File: config.mk
export PLATFORM = sky130hd
export DESIGN_NAME = pio_dual_port
export DESIGN_NICKNAME = d
export VERILOG_FILES = /design/src/rtl/pio_dual_port.sv
export SDC_FILE = /design/constraint.sdc
export NUM_CORES = 1
export LEC_CHECK = 0
export BUFFER_PORTS_ARGS = -buffer_cell sky130_fd_sc_hd__clkbuf_2
export CELL_PAD_IN_SITES_DETAIL_PLACEMENT = 1
export CELL_PAD_IN_SITES_GLOBAL_PLACEMENT = 1
export CORE_MARGIN = 2
export CORE_UTILIZATION = 34
export CTS_CLUSTER_SIZE = 24
export DETAILED_ROUTE_END_ITERATION = 10
export GPL_TIMING_DRIVEN = 0
export PLACE_DENSITY_LB_ADDON = 0.1
export SETUP_SLACK_MARGIN = 0.02
export SYNTH_ARGS = -nofsm -noshare
export SYNTH_HDL_FRONTEND = slang
export SYNTH_SLANG_ARGS = --single-unit
export TNS_END_PERCENT = 30
File: constraint.sdc
create_clock -name clk -period 1.3 [get_ports clk]
set_input_delay 0.195 -clock clk [delete_from_list [all_inputs] [get_ports clk]]
set_output_delay 0.195 -clock clk [all_outputs]
set_load 0.02 [all_outputs]
File: src/rtl/pio_dual_port.sv
module pio_dual_port #(
  parameter int PW = 8,
  localparam int DW = 2 * PW
) (
  input  logic          clk,
  input  logic          rst_n,
  input  logic [1:0]    reg_sel,
  input  logic          wr_en,
  input  logic [DW-1:0] wdata,
  output logic [DW-1:0] rdata,
  input  logic          stb,
  output logic          xfer_req,
  input  logic          xfer_ack,
  input  logic [PW-1:0] pa_in,
  output logic [PW-1:0] pa_out,
  output logic          pa_oe,
  input  logic [PW-1:0] pb_in,
  output logic [PW-1:0] pb_out,
  output logic          pb_oe
);
  logic [PW-1:0] in_a, in_b;
  logic          dir_a, dir_b, en, word, stb_q;

  wire hit      = xfer_req & xfer_ack;
  wire stb_rise = stb & ~stb_q;

  assign pa_oe = dir_a;
  assign pb_oe = word ? dir_a : dir_b;

  always_comb begin
    rdata = '0;
    case (reg_sel)
      2'd0: rdata = word ? {in_b, in_a} : {{PW{1'b0}}, in_a};
      2'd1: rdata = {{PW{1'b0}}, in_b};
      2'd2: rdata[1:0] = {dir_b, dir_a};
      default: rdata[2:0] = {word, 1'b0, en};
    endcase
  end

  always_ff @(posedge clk or negedge rst_n) begin
    if (!rst_n) begin
      pa_out <= '0; pb_out <= '0; in_a <= '0; in_b <= '0;
      dir_a <= 1'b0; dir_b <= 1'b0; en <= 1'b0; word <= 1'b0;
      stb_q <= 1'b0; xfer_req <= 1'b0;
    end else begin
      stb_q    <= stb;
      xfer_req <= en & ~hit;
      if (wr_en) begin
        case (reg_sel)
          2'd0: begin
            pa_out <= wdata[PW-1:0];
            if (word) pb_out <= wdata[DW-1:PW];
          end
          2'd1: pb_out <= wdata[PW-1:0];
          2'd2: begin dir_a <= wdata[0]; dir_b <= wdata[1]; end
          default: begin en <= wdata[0]; word <= wdata[2]; end
        endcase
      end
      if (stb_rise) begin
        in_a <= pa_in;
        in_b <= pb_in;
      end
      if (hit) begin
        if (dir_a) begin
          pa_out <= wdata[PW-1:0];
          if (word) pb_out <= wdata[DW-1:PW];
        end else begin
          in_a <= pa_in;
          if (word) in_b <= pb_in;
        end
      end
    end
  end
endmodule

### Word-level counts from Yosys, hierarchy flattened

Cells that the tools add are included.

| cells by class | value |
|---|---|
| equal/unequal tests | 2 |
| multiplexer cells | 22 |
| bitwise operators | 6 |
| reductions and logical operators | 4 |

Operators by type and width:

| operator | number |
|---|---|
| $mux W8 | 16 |
| $pmux W13 S2 | 1 |
| $mux W16 | 1 |
| $pmux W8 S2 | 1 |
| $pmux W2 S3 | 1 |
| $reduce_and A2 Y1 | 2 |
| $and A1 B1 Y1 | 3 |
| $not A1 Y1 | 3 |
| $pmux W1 S3 | 1 |
| $reduce_or A3 Y1 | 1 |
| $eq A2 B1 Y1 const B | 1 |
| $eq A2 B2 Y1 const B | 1 |
| $logic_not A2 Y1 | 1 |
| $mux W1 | 1 |

| word-level totals | value |
|---|---|
| bits in registers | 38 |
| input bits | 39 |
| word-level logic and storage cells | 44 |

### Logic depth before layout (Yosys ltp)

| depth | value |
|---|---|
| depth in word-level cells | 6 |
| gate-level depth with buffers | 5 |
| gate-level depth less buffers | 3 |

### Least setup slack after synthesis

OpenSTA, ideal clock, no wires.

| path | value |
|---|---|
| path kind | flip-flop to flip-flop |
| from | register dir_a, in the netlist pa_oe |
| to | register in_b[0] |
| arrival | 1.329 ns |
| data required time | 1.175 ns |
| setup slack | -0.154 ns |
| cell stages (with the launch flop) | 4 |
| path buffers | 0 |
| cells stage by stage | dfrtp_1 > nand2b_1 > o21ai_2 > mux2_2 |

| between the ends | value |
|---|---|
| cells in the longest elaborated chain, start to end | 2 |

RTL lines:

| element | line | source |
|---|---|---|
| start: declaration | 22 | `logic dir_a, dir_b, en, word, stb_q;` |
| start signal: assignment | 55 | `2'd2: begin dir_a <= wdata[0]; dir_b <= wdata[1]; end` |
| $mux W8 | 64 | `if (dir_a) begin` |
| $mux W8 | 63 | `if (hit) begin` |
| end signal: assignment | 61 | `in_b <= pb_in;` |
| end signal: assignment | 69 | `if (word) in_b <= pb_in;` |
| end: declaration | 21 | `logic [PW-1:0] in_a, in_b;` |

No other way between the ends.
A chain may end at the register's enable or synchronous reset.

### Worst setup path in the final report

| path | value |
|---|---|
| from | register word |
| to | output port rdata[2] |

| between the ends | value |
|---|---|
| cells in the longest elaborated chain, start to end | 1 |

RTL lines:

| element | line | source |
|---|---|---|
| start: declaration | 22 |  |
| start signal: assignment | 56 | `default: begin en <= wdata[0]; word <= wdata[2]; end` |
| $pmux W1 S3 | 32 | `case (reg_sel)` |
| end: declaration | 10 | `output logic [DW-1:0] rdata,` |

No other way between the ends.

==> qor.yml <==
fin_ws_ns: -0.292
syn2layout_area_growth_pct: 40.8
grt-ovfl-total: 0
yosysWarnings: 0
max_cap_violations: 0
htreeDepth: 2
leakage_uw: 0.00137
syn-num-nets: 201
antenna_found_initial: 0
syn_inst: 162
p_seq_frac: 0.401
ctsLongestPathBuffers: 2
die-width_um: 79.9
synth_top_area_share: 0.485
cts_buffers: 5
clk_pin_slew_worst_paths_ns: 0.08
grt_use_met2: 0.293
dp_hpwl_mm: 3.88
p_int_uw: 2760
p_comb_frac: 0.393
swShare: 0.343
use_met1: 0.242
fin_crit_sh: 1.22
synth_edf_count: 0
syn_avg_cell_area_um2: 12.1
whs_ns: 0.0233
routed_wl_mm: 5.83
syn_area_um2: 1960
final_cells: 324
antenna-diode-count: 0
critical_path_class: "flip-flop to primary output"
hold_viol_final: 0
root_buffer: "clkbuf_8"
hold_path_depth: 1
cts.sinks: 38
yosysTopAreaCell: "dfrtp_1"
violations: "negative setup slack"
crit_fanout: 5
firstDrtPassIters: 4
switching_power_uw: 1440
fin_skew_ns: 0.00604
ys_async_sr_fraction: 1.00
slew_violations: 0
ir_drop_v: 0.000717
vias: 1623
portBuffers: 72
drt-vias-per-instance: 5.01
busiest_layer: "met2"
synthTopCellsByCount: "dfrtp_1 (38), mux2_2 (30), nor2_1 (13), nand2b_1 (11), nand2_1 (10)"
grt_use_met3: 0.0452
worstSkewPairLatency_ns: 0.29
end_kind: "primary output"
synth.most_common_cell: "dfrtp_1"
fin_nets: 290
timing_worst_slew_pin_value_ns: 0.970
grt_pass1_vias: 1767
remaining_drc_errors: 0
grt_usage: 0.182
cts_tree: "yes"
fp.dieH_um: 79.9
hp-class: "input pin to flip-flop"
rsz0062_at_grt: "true"
cp.arrival_ns: 1.40
ys_ff_latch: 38
cellPowerDensity_nw_per_um2: 1520
start_kind: "flip-flop"
antenna_violating_nets_post_route: 0
finalCriticalPeriod_ns: 1.59
yosys-top-cells-area: "dfrtp_1 (49%), mux2_2 (17%), mux2_4 (6.1%), nand2b_1 (3.5%), mux2i_1 (3.1%)"
gp_congestion: 0.709
wl_per_cell_um: 18.0
drive_gt1_frac: 0.567
grt_pass1_wl_mm: 8.83
fp-row-count: 27
crit_required_ns: 1.11
ys.flop_type: "dfrtp_1"
yosysUniqueCellTypes: 26
core_um2: 5540
rr_worst_depth: 5
pwr-share-clk: 0.206
seq_area_frac_synth: 0.485
post-route-util: 0.498
start_util: 0.354
grt_max_degree: 39
boundaryPins: 74
status: "finished, violations left"
maxSlewHeadroom: 0.354
drt_iter0_drc: 36
max_freq_ghz: 0.628
die-area_um2: 6390
dp.cells: 306
setup_viol: 44
-- stage by stage --
stage / area, µm² / setup WS [ns] / total power [µW] / TNS [ns]
floorplan: 1990 / -0.0607 / 2610 / -0.504
global placement: 2440 / -0.322 / 3070 / -6.10
detailed placement: 2440 / -0.317 / 3100 / -6.54
CTS: 2640 / -0.324 / 4090 / -5.86
global route: 2760 / -0.329 / 4430 / -6.81
finish: 2760 / -0.292 / 4200 / -4.89
-- registers in the layout (all words and copies together) (netlist names) --
register	cells
in_a	8
en	1
pb_out	8
word	1
dir_b	1
in_b	8
stb_q	1
xfer_req	1
pa_out	8
pa_oe	1
-- kinds of logic after synthesis --
kind of cell | Yosys count | share of synthesized area
AOI/OAI and AO/OA | 21 | 0.0779
buffers and inverters | 10 | 0.0351
DFF | 38 | 0.485
muxes | 45 | 0.276
and+or+nand+nor | 48 | 0.126
-- cells in the final DEF (no fill, tap or decap), types with 2 or more instances in the layout --
cell / synthesis / routed
mux2i_1: 6 / 6
o21ai_4: 0 / 2
nor2_1: 13 / 13
mux2_2: 30 / 20
nand2b_1: 11 / 10
buf_2: 1 / 4
buf_12: 0 / 2
buf_6: 2 / 7
buf_8: 0 / 3
a31oi_1: 8 / 8
buf_1: 2 / 2
clkbuf_8: 0 / 6
mux2_4: 8 / 18
nand2_1: 10 / 9
o211ai_1: 8 / 8
dfrtp_2: 0 / 2
buf_4: 4 / 13
dfrtp_1: 38 / 36
clkbuf_2: 0 / 59
and3_1: 8 / 8
-- routing by layer --
| metal | share of wire | routed length, µm |
|---|---|---|
| met5 | 0 | 0 |
| met4 | 0.0091 | 53 |
| met3 | 0.047 | 276 |
| met2 | 0.48 | 2790 |
| met1 | 0.46 | 2710 |
-- worst paths after layout --
path	start	to	slack, ns
max	word	rdata[2]	-0.29
min	stb	stb_q	0.02
max reg2reg	pa_oe	in_b[2]	-0.15
min reg2reg	in_a[5]	in_a[5]	0.51
max in group asynchronous	rst_n	pa_oe	0.59
min in group asynchronous	rst_n	pa_out[3]	0.04
-- power by group through the flow --
stage | Clock, µW | Sequential, µW | Combinational, µW
2_1_floorplan | 0 | 1860 | 747
3_3_place_gp | 0 | 1700 | 1370
3_5_place_dp | 0 | 1710 | 1390
4_1_cts | 874 | 1670 | 1550
5_1_grt | 932 | 1720 | 1780
6_report | 863 | 1680 | 1650
-- cell type report --
| type | count | area [µm²] |
|---|---|---|
| Fill cell | 636 | 2780 |
| Timing Repair Buffer | 82 | 497 |
| Sequential cell | 38 | 953 |
| Buffer | 10 | 120 |
| Multi-Input combinational cell | 114 | 1010 |
| Clock inverter | 1 | 5.00 |
| Clock buffer | 7 | 86.3 |
| Tap cell | 72 | 90.1 |
-- what timing repair did --
action,in CTS,in global routing
hold buffers,0,0
buffers inserted,8,3
setup endpoints to repair,49,49
gates resized for setup,12,40
pin swaps,4,8
gates cloned,0,1
-- critical path, cell delays in order (launching register included) --
cell     delay [ns]
dfrtp_1        0.39
buf_6          0.13
mux2_4         0.26
a22o_1         0.19
buf_6          0.13
Power figures use the tool's default switching activity.
